**config.mk**
```make
export PLATFORM = sky130hd
export DESIGN_NAME = res_change_notifier
export DESIGN_NICKNAME = d
export VERILOG_FILES = /design/src/rtl/rcn_pkg.sv /design/src/rtl/rcn_stability_filter.sv /design/src/rtl/rcn_pulse_timer.sv /design/src/rtl/res_change_notifier.sv
export SDC_FILE = /design/constraint.sdc
export NUM_CORES = 1
export LEC_CHECK = 0
export ABC_AREA = 1
export CORE_MARGIN = 5
export CORE_UTILIZATION = 51
export DETAILED_ROUTE_END_ITERATION = 10
export DONT_BUFFER_PORTS = 1
export PLACE_DENSITY = 0.76
export SLEW_MARGIN = 20
export SYNTH_ARGS = -nofsm -noshare
export SYNTH_HDL_FRONTEND = slang
export SYNTH_SLANG_ARGS = --single-unit
```
**constraint.sdc**
```tcl
create_clock -name clk -period 5.8 [get_ports clk]
set_input_delay 1.16 -clock clk [delete_from_list [all_inputs] [get_ports clk]]
set_output_delay 1.16 -clock clk [all_outputs]
set_load 0.02 [all_outputs]
```
**src/rtl/rcn_pkg.sv**
```systemverilog
package rcn_pkg;

    localparam int H_W      = 12;
    localparam int V_W      = 12;
    localparam int P_W      = 20;
    localparam int PULSE_MS = 200;

    typedef struct packed {
        logic [H_W-1:0] h_act;
        logic [V_W-1:0] v_act;
        logic [P_W-1:0] period;
    } vid_timing_t;

    typedef enum logic {
        PIN_CAMERA  = 1'b0,
        PIN_DISPLAY = 1'b1
    } pin_mode_e;

    function automatic logic timing_equal(input vid_timing_t a, input vid_timing_t b);
        return (a.h_act == b.h_act) && (a.v_act == b.v_act) && (a.period == b.period);
    endfunction

    function automatic int unsigned pulse_cycles(input int unsigned hz);
        return (hz / 1000) * PULSE_MS;
    endfunction

endpackage

```
**src/rtl/rcn_stability_filter.sv**
```systemverilog
module rcn_stability_filter
    import rcn_pkg::*;
#(
    parameter int CNT_W = 4
) (
    input  logic             clk,
    input  logic             rst,
    input  logic             sig_valid,
    input  logic             frame_strobe,
    input  vid_timing_t      sample,
    input  logic [CNT_W-1:0] need_frames,
    output logic             locked_o,
    output logic             change_o
);

    localparam logic [CNT_W-1:0] CNT_MAX = {CNT_W{1'b1}};
    localparam logic [CNT_W-1:0] CNT_ONE = CNT_W'(1);

    vid_timing_t      cand_q;
    vid_timing_t      ref_q;
    logic             cand_vld_q;
    logic             ref_vld_q;
    logic [CNT_W-1:0] run_cnt_q;
    logic             locked_q;
    logic             change_q;

    logic [CNT_W-1:0] need_eff;
    logic             same_as_cand;
    logic [CNT_W-1:0] cnt_next;
    logic             stable_now;
    logic             new_change;

    always_comb begin
        need_eff     = (need_frames == '0) ? CNT_ONE : need_frames;
        same_as_cand = cand_vld_q && timing_equal(sample, cand_q);
        if (same_as_cand)
            cnt_next = (run_cnt_q == CNT_MAX) ? CNT_MAX : run_cnt_q + CNT_ONE;
        else
            cnt_next = CNT_ONE;
        stable_now = (cnt_next >= need_eff);
        new_change = stable_now && (!ref_vld_q || !timing_equal(sample, ref_q));
    end

    always_ff @(posedge clk) begin
        if (rst) begin
            cand_q     <= '0;
            ref_q      <= '0;
            cand_vld_q <= 1'b0;
            ref_vld_q  <= 1'b0;
            run_cnt_q  <= '0;
            locked_q   <= 1'b0;
            change_q   <= 1'b0;
        end else if (!sig_valid) begin
            cand_vld_q <= 1'b0;
            ref_vld_q  <= 1'b0;
            run_cnt_q  <= '0;
            locked_q   <= 1'b0;
            change_q   <= 1'b0;
        end else begin
            change_q <= 1'b0;
            if (frame_strobe) begin
                cand_q     <= sample;
                cand_vld_q <= 1'b1;
                run_cnt_q  <= cnt_next;
                locked_q   <= stable_now;
                if (new_change) begin
                    ref_q     <= sample;
                    ref_vld_q <= 1'b1;
                    change_q  <= 1'b1;
                end
            end
        end
    end

    assign locked_o = locked_q;
    assign change_o = change_q;

    AST_CHANGE_NEEDS_VALID_STROBE: assert property (@(posedge clk) disable iff (rst)
        change_o |-> $past(sig_valid && frame_strobe));
    AST_INVALID_UNLOCKS: assert property (@(posedge clk) disable iff (rst)
        !sig_valid |=> (!locked_o && !change_o));
    AST_INVALID_DROPS_REF: assert property (@(posedge clk) disable iff (rst)
        !sig_valid |=> !ref_vld_q);

endmodule

```
**src/rtl/rcn_pulse_timer.sv**
```systemverilog
module rcn_pulse_timer
    import rcn_pkg::*;
#(
    parameter int unsigned CLK_HZ = 50_000_000
) (
    input  logic clk,
    input  logic rst,
    input  logic start,
    output logic busy_o
);

    localparam int unsigned PRESCALE = CLK_HZ / 1000;
    localparam int          MS_W     = $clog2(PULSE_MS);

    logic            busy_q;
    logic [MS_W-1:0] ms_q;
    logic            tick;
    logic            last;

    generate
        if (PRESCALE <= 1) begin : g_no_pre
            assign tick = 1'b1;
        end else begin : g_pre
            localparam int PRE_W = $clog2(PRESCALE);
            logic [PRE_W-1:0] pre_q;
            assign tick = (pre_q == PRE_W'(PRESCALE - 1));
            always_ff @(posedge clk) begin
                if (rst || start || !busy_q || tick)
                    pre_q <= '0;
                else
                    pre_q <= pre_q + PRE_W'(1);
            end
        end
    endgenerate

    assign last = tick && (ms_q == MS_W'(PULSE_MS - 1));

    always_ff @(posedge clk) begin
        if (rst) begin
            busy_q <= 1'b0;
            ms_q   <= '0;
        end else if (start) begin
            busy_q <= 1'b1;
            ms_q   <= '0;
        end else if (busy_q) begin
            if (last) begin
                busy_q <= 1'b0;
                ms_q   <= '0;
            end else if (tick) begin
                ms_q <= ms_q + MS_W'(1);
            end
        end
    end

    assign busy_o = busy_q;

    AST_START_RAISES_BUSY: assert property (@(posedge clk) disable iff (rst)
        start |=> busy_o);
    AST_PULSE_ENDS: assert property (@(posedge clk) disable iff (rst)
        (busy_o && !start && last) |=> !busy_o);
    AST_IDLE_STAYS_IDLE: assert property (@(posedge clk) disable iff (rst)
        (!busy_o && !start) |=> !busy_o);

endmodule

```
**src/rtl/res_change_notifier.sv**
```systemverilog
module res_change_notifier
    import rcn_pkg::*;
#(
    parameter int unsigned CLK_HZ = 50_000_000,
    parameter int          CNT_W  = 4
) (
    input  logic             clk,
    input  logic             rst,
    input  logic             mode_display,
    input  logic             sig_valid,
    input  logic             frame_strobe,
    input  logic [11:0]      h_active,
    input  logic [11:0]      v_active,
    input  logic [19:0]      frame_period,
    input  logic [CNT_W-1:0] stable_frames,
    output logic             status_pin
);

    vid_timing_t sample;
    logic        locked;
    logic        change;
    logic        busy;
    pin_mode_e   pin_mode;

    assign sample.h_act  = h_active;
    assign sample.v_act  = v_active;
    assign sample.period = frame_period;
    assign pin_mode      = pin_mode_e'(mode_display);

    rcn_stability_filter #(.CNT_W(CNT_W)) u_filter (
        .clk          (clk),
        .rst          (rst),
        .sig_valid    (sig_valid),
        .frame_strobe (frame_strobe),
        .sample       (sample),
        .need_frames  (stable_frames),
        .locked_o     (locked),
        .change_o     (change)
    );

    rcn_pulse_timer #(.CLK_HZ(CLK_HZ)) u_timer (
        .clk    (clk),
        .rst    (rst),
        .start  (change),
        .busy_o (busy)
    );

    always_comb begin
        case (pin_mode)
            PIN_DISPLAY: status_pin = locked;
            default:     status_pin = busy;
        endcase
    end

    AST_RESET_PIN_LOW: assert property (@(posedge clk)
        rst |=> !status_pin);
    AST_CHANGE_STARTS_PULSE: assert property (@(posedge clk) disable iff (rst)
        (change && !mode_display) |=> (status_pin || mode_display));

endmodule

```
# Yosys cells after proc, flatten, opt, wreduce, memory -nomap -nowiden
# Index checks and enable logic that the tools add are counted.
word_totals:
  latch_bits: 0
  romBits: 0
  inputBits: 53
  elab_cells: 62
  out_inout_bits: 1
  memories: 0
  ff_bits: 121
  ram_bits: 0
classes:
  shift: 0
  div_mod_pow: 0
  n_bitwise: 2
  muxes: 10
  n_lt_le_gt_ge: 1
  n_reduce_logical: 23
  multipliers: 0
  add_sub_neg: 3
  eq_ne: 9
op_table:
  columns: ["cell", "n"]
  rows:
  - ["$eq 12x12->1", 4]
  - ["$eq 20x20->1", 2]
  - ["$add 16x1->16 const B", 1]
  - ["$eq 16x16->1 const B", 1]
  - ["$mux 8", 2]
  - ["$mux 4", 3]
  - ["$add 8x1->8 const B", 1]
  - ["$eq 8x8->1 const B", 1]
  - ["$logic_and 1x1->1", 7]
  - ["$reduce_and 2->1", 3]
  - ["$mux 1", 5]
  - ["$add 4x1->4 const B", 1]
  - ["$eq 4x4->1 const B", 1]
  - ["$ge 4x4->1", 1]
  - ["$logic_not 4->1", 1]
  - ["$logic_or 1x1->1", 4]
  - ["$reduce_or 2->1", 2]
  - ["$logic_not 1->1", 3]
  - ["$reduce_and 3->1", 1]
  - ["$reduce_or 3->1", 1]
  - ["$not 1->1", 2]
  - ["$reduce_bool 2->1", 1]

# Longest topological paths before layout
# Gate-level depths: netlist (run 1).
depth:
  word_depth: 8
  depth_mapped: 19
  mapped_depth_nobuf: 18

# Modules after synthesis
# Synthesis (run 1) repeated with hierarchy kept, for this count alone.
hier_totals:
  hier_cells: 1115
  hier_area_um2: 6956.7
modules_own_cells:
  columns: ["mod", "seq_area_each_um2", "cells_each", "instances", "area_per_inst_um2"]
  rows:
  - ["rcn_stability_filter", 1921.8, 889, 1, 5440.2]
  - ["rcn_pulse_timer", 500.5, 222, 1, 1501.4]
  - ["res_change_notifier", 0.0, 4, 1, 15.0]

# Least setup slack after synthesis (run 1)
# OpenSTA, ideal clock, no wires.
synth_path:
  path_kind: "input -> register"
  from: "input port frame_period[2]"
  to: "register u_filter.ref_q[19] (netlist name)"
  path_stages: 17
  setup_slack_ns: 2.424
  arrival_ns: 3.261
  cell_sequence: "xnor2_1 nand2_1 or3_1 nor2_1 nand3_1 nor2_1 ha_1 inv_1 nor2_1 o211ai_1 nand3_1 nand2_1 inv_2 buf_2 clkbuf_1 a21oi_1 nor2_1"
synth_between:
  elab_chain_cells: 7
  elab_cells_between_ends: 11
synth_rtl:
  columns: ["item", "line", "source"]
  rows:
  - ["from (decl)", "res_change_notifier.sv:14", "input logic [19:0] frame_period,"]
  - ["$eq 20x20->1", "rcn_pkg.sv:20", "return (a.h_act == b.h_act) && (a.v_act == b.v_act) && (a.period == b.period);"]
  - ["$logic_and 1x1->1", "rcn_pkg.sv:20", null]
  - ["$logic_and 1x1->1", "rcn_stability_filter.sv:35", "same_as_cand = cand_vld_q && timing_equal(sample, cand_q);"]
  - ["$mux 4", "rcn_stability_filter.sv:36", "if (same_as_cand)"]
  - ["named net u_filter.cnt_next[1]", "rcn_stability_filter.sv:29", "logic [CNT_W-1:0] cnt_next;"]
  - ["$ge 4x4->1", "rcn_stability_filter.sv:40", "stable_now = (cnt_next >= need_eff);"]
  - ["$logic_and 1x1->1", "rcn_stability_filter.sv:41", "new_change = stable_now && (!ref_vld_q || !timing_equal(sample, ref_q));"]
  - ["$reduce_and 3->1 (no source line)", null, null]
  - ["to (signal assigned)", "rcn_stability_filter.sv:67", "ref_q <= sample;"]
  - ["to (decl)", "rcn_stability_filter.sv:20", "vid_timing_t ref_q;"]
# The timed path passes the listed nets, and every way through them passes these cells.
# A chain may end at the register's enable or synchronous reset.

# Final worst setup path (run 1)
layout_path:
  from: "input port frame_period[2]"
  to: "register u_filter.ref_q[42] (netlist name)"
# The elaborated chain is that of the path after synthesis.

==> results.cfg, run 1 <==
[worst_hold_path]
hp-class = register to register

[synth]
synth_top_area_share = 0.360
synthMuxAreaShare = 0
ys_seq_area_frac = 0.360
synth_compound_area_frac = 0.143
synthSimpleGateAreaFrac = 0.334
synth_top_family_by_area = simple AND/OR/NAND/NOR gates
async_flop_share = 0
synth_cell_type_count = 34
yosysTopAreaCell = dfxtp_1
avgSynthCellArea_um2 = 6.27
synthTopCellsByArea = dfxtp_1, nand2_1, inv_1
synth_xor_area_frac = 0.0352
ys.flop_type = dfxtp_1
synth_nets = 1132
yosys_warnings = 0
ys_ff_latch = 121
syn_inst = 1072
synth_area_um2 = 6730
synth-edff-count = 0
yosys.area_share.adder = 0.0130

[drt]
drc = 0
vias = 6396
vias_per_cell = 5.14
antenna_left = 0
drt-initial-drc-count = 461
wl_per_cell_um = 12.9
drt_pass1_iterations = 5
wl_um = 16100

[die]
core_area_um2 = 13100
io_pins = 54
dieArea_um2 = 15600
rows = 42
initial_core_util = 0.514
die-height_um = 125
die_w_um = 125

[setup_path]
cp_cell_sequence = xnor2_1 > nand2_1 > or3_1 > nor2_1 > nand3_1 > nor2_1 > ha_1 > inv_1 > nor2_1 > o211ai_1 > nand3_1 > nand2_1 > inv_2 > buf_4 > nand3_1 > nand2_1 > nor2_1
crit_path_end_kind = register
crit_type = input pin to register
crit_required_ns = 6.11
critPathBufInv = 3
start_kind = input pin
crit_slowest_cell = buf_4
worstPathMaxFanout = 34
critPathMaxStageDelay_ns = 0.42
crit_top_cell = nor2_1
path_delay_family = simple AND/OR/NAND/NOR gates
crit_arrival_ns = 3.98

[layout]
fin_nets = 1117
fillCellCount = 1222
layout_common_cells = nand2_1, inv_1, nor2_1
mostFrequentLayoutCell = nand2_1
final_cell_count_no_fill = 1245
area_growth_pct = 10.1
stdcell_area_um2 = 7410
drive_gt1_frac = 0.0552
diodes = 0

[pwr]
power_w = 0.00215
leakagePower_nw = 3.14
power_density_nw_per_um2 = 290
ir_drop_v = 0.000216

[flow_run]
maxCapViolations = 0

[timing]
setup_viol = 0
setup_ws_ns = 2.14
tightest_slew_ns = 1.03
slew_viol_final = 0
max-slew-margin-rel = 0.313
finalSetupTns_ns = 0
fin_skew_ns = 0.00616
grt_setup_unrepaired = no
fmax_mhz = 273
period_minus_slack_ns = 3.66
finalCritPeriodShare = 0.632
hold_viol = 0

[placement]
post-place-cells = 1214
hpwlAfterDp_um = 11500
place_ws_ns = 1.73
numPortBuffers = 0
place_area_um2 = 6820
gp_congestion = 0.847

[clocking]
tritoncts = built
cts_hold_buf = 0
cts_resized = 0
cts_max_level = 4
cts-buffers-inserted = 17
root_buffer = clkbuf_16
clock_path_buffers = 2
cts_num_sinks = 121
cts.clk_slew.worst_paths_ns = 0.05
clk-insertion-delay-late_ns = 0.42
cts_setup_buffers = 0

[global_routing]
grtUsageTotal = 0.211
first_global_vias = 5795
antenna_found_initial = 0
grt_max_degree = 90
grt-ovfl-total = 0
grt_first_pass_wirelength_um = 27100

[status]
status = completed
kinds of logic after synthesis:
group	after synthesis
adders and majority gates	7
xor gates and xnor gates	27
buffers and inverters	200
DFF	121
AOI/OAI and AO/OA	182
and+or+nand+nor	535
power breakdown:
group	internal [W]	switching [W]
logic	0.0000734	0.000125
clock network	0.000691	0.000376
registers	0.000864	0.0000201
cells in the mapped netlist (all sizes together), types with 5 or more instances:
| cell type | count |
|---|---|
| dfxtp | 121 |
| clkbuf | 27 |
| or2 | 5 |
| inv | 159 |
| a21oi | 109 |
| xor2 | 7 |
| nand4 | 22 |
| buf | 11 |
| ha | 7 |
| nand2 | 267 |
| nor2 | 133 |
| o21ai | 66 |
| nor3 | 21 |
| nand3 | 74 |
| xnor2 | 20 |
registers in the layout (all words and copies together) (netlist names):
signal               flops
u_filter.cand_q         44
u_filter.cand_vld_q      1
u_filter.change_o        1
u_filter.locked_o        1
u_filter.ref_q          44
u_filter.ref_vld_q       1
u_filter.run_cnt_q       4
u_timer.busy_o           1
u_timer.g_pre.pre_q     16
u_timer.ms_q             8
cell type report:
cell class	instances	area, um2	area share
Clock buffer	22	464	0.0627
Inverter	162	608	0.0821
Timing Repair Buffer	4	30.0	0.00405
Multi-Input combinational cell	751	3540	0.478
Sequential cell	121	2420	0.327
Clock inverter	9	123	0.0166
Tap cell	176	220	0.0297
worst paths after layout:
check,slack (ns),end,from,cells after the start
hold reg to reg,0.44,u_timer.g_pre.pre_q[0],u_timer.g_pre.pre_q[0],1
setup / recovery,2.14,u_filter.ref_q[42],frame_period[2],17
hold / removal,0.44,u_timer.g_pre.pre_q[0],u_timer.g_pre.pre_q[0],1
setup reg to reg,2.56,u_filter.ref_q[42],u_filter.cand_q[2],17
through the flow:
step | util | hold WS, ns
after floorplan | - | 0.418
after global placement | 0.521 | 0.429
after detailed placement | 0.521 | 0.441
after CTS | 0.566 | 0.449
after global routing | 0.566 | 0.473
final | 0.566 | 0.445
routing by layer:
metal,up-vias,wire length [um],track usage,part of all wire
li1,3377,-,-,-
met1,2845,7360,0.264,0.46
met2,143,7380,0.343,0.46
met3,31,978,0.0617,0.061
met4,0,357,0.0810,0.022
met5,-,0,0,0
worst register-to-register path, stage by stage (launching register included):
cell      delay, ns
dfxtp_1        0.31
xnor2_1        0.31
nand2_1        0.07
or3_1          0.35
nor2_1         0.09
nand3_1        0.18
nor2_1         0.15
ha_1           0.16
inv_1          0.04
nor2_1         0.08
o211ai_1       0.09
nand3_1        0.10
nand2_1        0.07
inv_2          0.38
buf_4          0.42
nand3_1        0.16
nand2_1        0.12
nor2_1         0.04
No activity file was read; power rests on OpenSTA's default activity.
==> run 2, diff against run 1 <==
--- a/config.mk
+++ b/config.mk
@@ -10,7 +10,7 @@
 export CORE_UTILIZATION = 51
 export DETAILED_ROUTE_END_ITERATION = 10
 export DONT_BUFFER_PORTS = 1
-export PLACE_DENSITY = 0.76
+export PLACE_DENSITY = 0.79
 export SLEW_MARGIN = 20
 export SYNTH_ARGS = -nofsm -noshare
 export SYNTH_HDL_FRONTEND = slang
==> constraint.sdc (replaced) <==
create_clock -name clk -period 3 [get_ports clk]
set_input_delay 0.6 -clock clk [delete_from_list [all_inputs] [get_ports clk]]
set_output_delay 0.6 -clock clk [all_outputs]
set_load 0.02 [all_outputs]
==> run 2 against run 1 <==
Global-route usage rose by 0.62 points. Clock skew rose by 0.0018 ns. Hold slack got worse by 0.20 ns. Combinational power rose by 100%. Wire length rose by 2.7%. First-iteration DRC count rose by 6.1%. Largest power group unchanged.
==> results.cfg, run 2 (synthesis gave the netlist of run 1 again) <==
[setup_path]
worstPathMaxFanout = 48
crit_path_end_kind = register
cp_cell_sequence = xnor2_1 > buf_4 > nand3_1 > or3_1 > nor2_1 > nand3_2 > nor2_1 > ha_1 > inv_1 > nor2_1 > o211ai_1 > nand3_1 > nand2_1 > inv_2 > buf_12 > a21oi_1 > nor2_1
critPathMaxStageDelay_ns = 0.33
crit_arrival_ns = 2.99
crit_top_cell = nor2_1
crit_type = register to register
reg2regPathDepth = 17
crit_required_ns = 3.31
start_kind = register
crit_slowest_cell = dfxtp_1

[timing]
setup_ws_ns = 0.323
max-slew-margin-rel = 0.575
period_minus_slack_ns = 2.68
tightest_slew_ns = 0.631
hold_viol = 0
setup_viol = 0
slew_viol_final = 0
grt_setup_unrepaired = no
fmax_mhz = 374
finalSetupTns_ns = 0
fin_skew_ns = 0.00798
finalCritPeriodShare = 0.892

[drt]
vias_per_cell = 5.18
vias = 6502
wl_um = 16500
drt-initial-drc-count = 489
antenna_left = 0
drt_pass1_iterations = 5
wl_per_cell_um = 13.2
drc = 0

[clocking]
cts_resized = 0
cts_hold_buf = 0
root_buffer = clkbuf_16
cts_num_sinks = 121
cts-buffers-inserted = 17
cts_max_level = 4
cts.clk_slew.worst_paths_ns = 0.06
clock_path_buffers = 2
cts_setup_buffers = 0
tritoncts = built
clk-insertion-delay-late_ns = 0.42

[layout]
fillCellCount = 1242
mostFrequentLayoutCell = nand2_1
fin_nets = 1127
reg.largest.list = u_filter.cand_q: 44 flops, u_filter.ref_q: 44 flops, u_timer.g_pre.pre_q: 16 flops
fin_util = 0.578
layout_common_cells = nand2_1, inv_1, nor2_1
final_cell_count_no_fill = 1255
diodes = 0
drive_gt1_frac = 0.0667
area_growth_pct = 12.5

[die]
die_w_um = 125
rows = 42
dieArea_um2 = 15600
die-height_um = 125
io_pins = 54
initial_core_util = 0.514
core_area_um2 = 13100

[worst_hold_path]
hp-class = input pin to register
worstHoldPathCells = 1

[pwr]
ir_drop_v = 0.000483
power_density_nw_per_um2 = 556
leakagePower_nw = 3.21

[global_routing]
antenna_found_initial = 0
grt-ovfl-total = 0
grt_first_pass_wirelength_um = 27900
first_global_vias = 5986
grtUsageTotal = 0.217
grt_max_degree = 57

[placement]
numPortBuffers = 0
place_ws_ns = -0.100
gp_congestion = 0.898
post-place-cells = 1224
hpwlAfterDp_um = 11800

[status]
status = completed

[flow_run]
maxCapViolations = 0
run 2: per-layer routing:
metal	vias to the layer above	wire, um	global-route usage
li1	3388	-	-
met1	2907	7240	0.264
met2	173	7610	0.356
met3	34	1230	0.0699
met4	0	421	0.0861
met5	-	0	0
run 2: where the power goes:
group	internal, W	total [W]	leakage [nW]	switching (W)
sequential	0.00167	0.00171	0.987	0.0000397
combinational	0.000156	0.000403	1.94	0.000247
clock	0.00139	0.00209	0.286	0.000705
total	0.00322	0.00421	3.21	0.000991
run 2: layout make-up:
cell class                      count  area [um2]  area share
Multi-Input combinational cell    751        3570       0.471
Sequential cell                   121        2420       0.320
Inverter                          162         608      0.0803
Clock buffer                       25         495      0.0655
Tap cell                          176         220      0.0291
Timing Repair Buffer               14         143      0.0188
Clock inverter                      6         113      0.0149
run 2: final timing paths:
path | startpoint | end | slack (ns)
worst min-delay path | rst | u_filter.change_o | 0.25
worst max register to register | u_filter.cand_q[40] | u_filter.ref_q[30] | 0.32
worst max-delay path | u_filter.cand_q[40] | u_filter.ref_q[30] | 0.32
worst min register to register | u_timer.g_pre.pre_q[0] | u_timer.g_pre.pre_q[0] | 0.45
run 2: critical path: cells and delay by family, from the launching register on:
family	cells	cell delay, ns
buffers and inverters	4	0.45
AO/OA/AOI/OAI	2	0.34
flip-flops	1	0.33
XOR/XNOR	1	0.12
adder cells (fa/ha/maj)	1	0.25
AND/OR/NAND/NOR	9	1.06
run 2: per-stage QoR:
| step | hold WS [ns] | instance area [um2] | power, W |
|---|---|---|---|
| after floorplan | 0.418 | 6730 | 0.00204 |
| after global placement | 0.434 | 6930 | 0.00213 |
| after detailed placement | 0.437 | 6930 | 0.00214 |
| after CTS | 0.237 | 7540 | 0.00423 |
| after global routing | 0.231 | 7570 | 0.00439 |
| final | 0.249 | 7570 | 0.00421 |
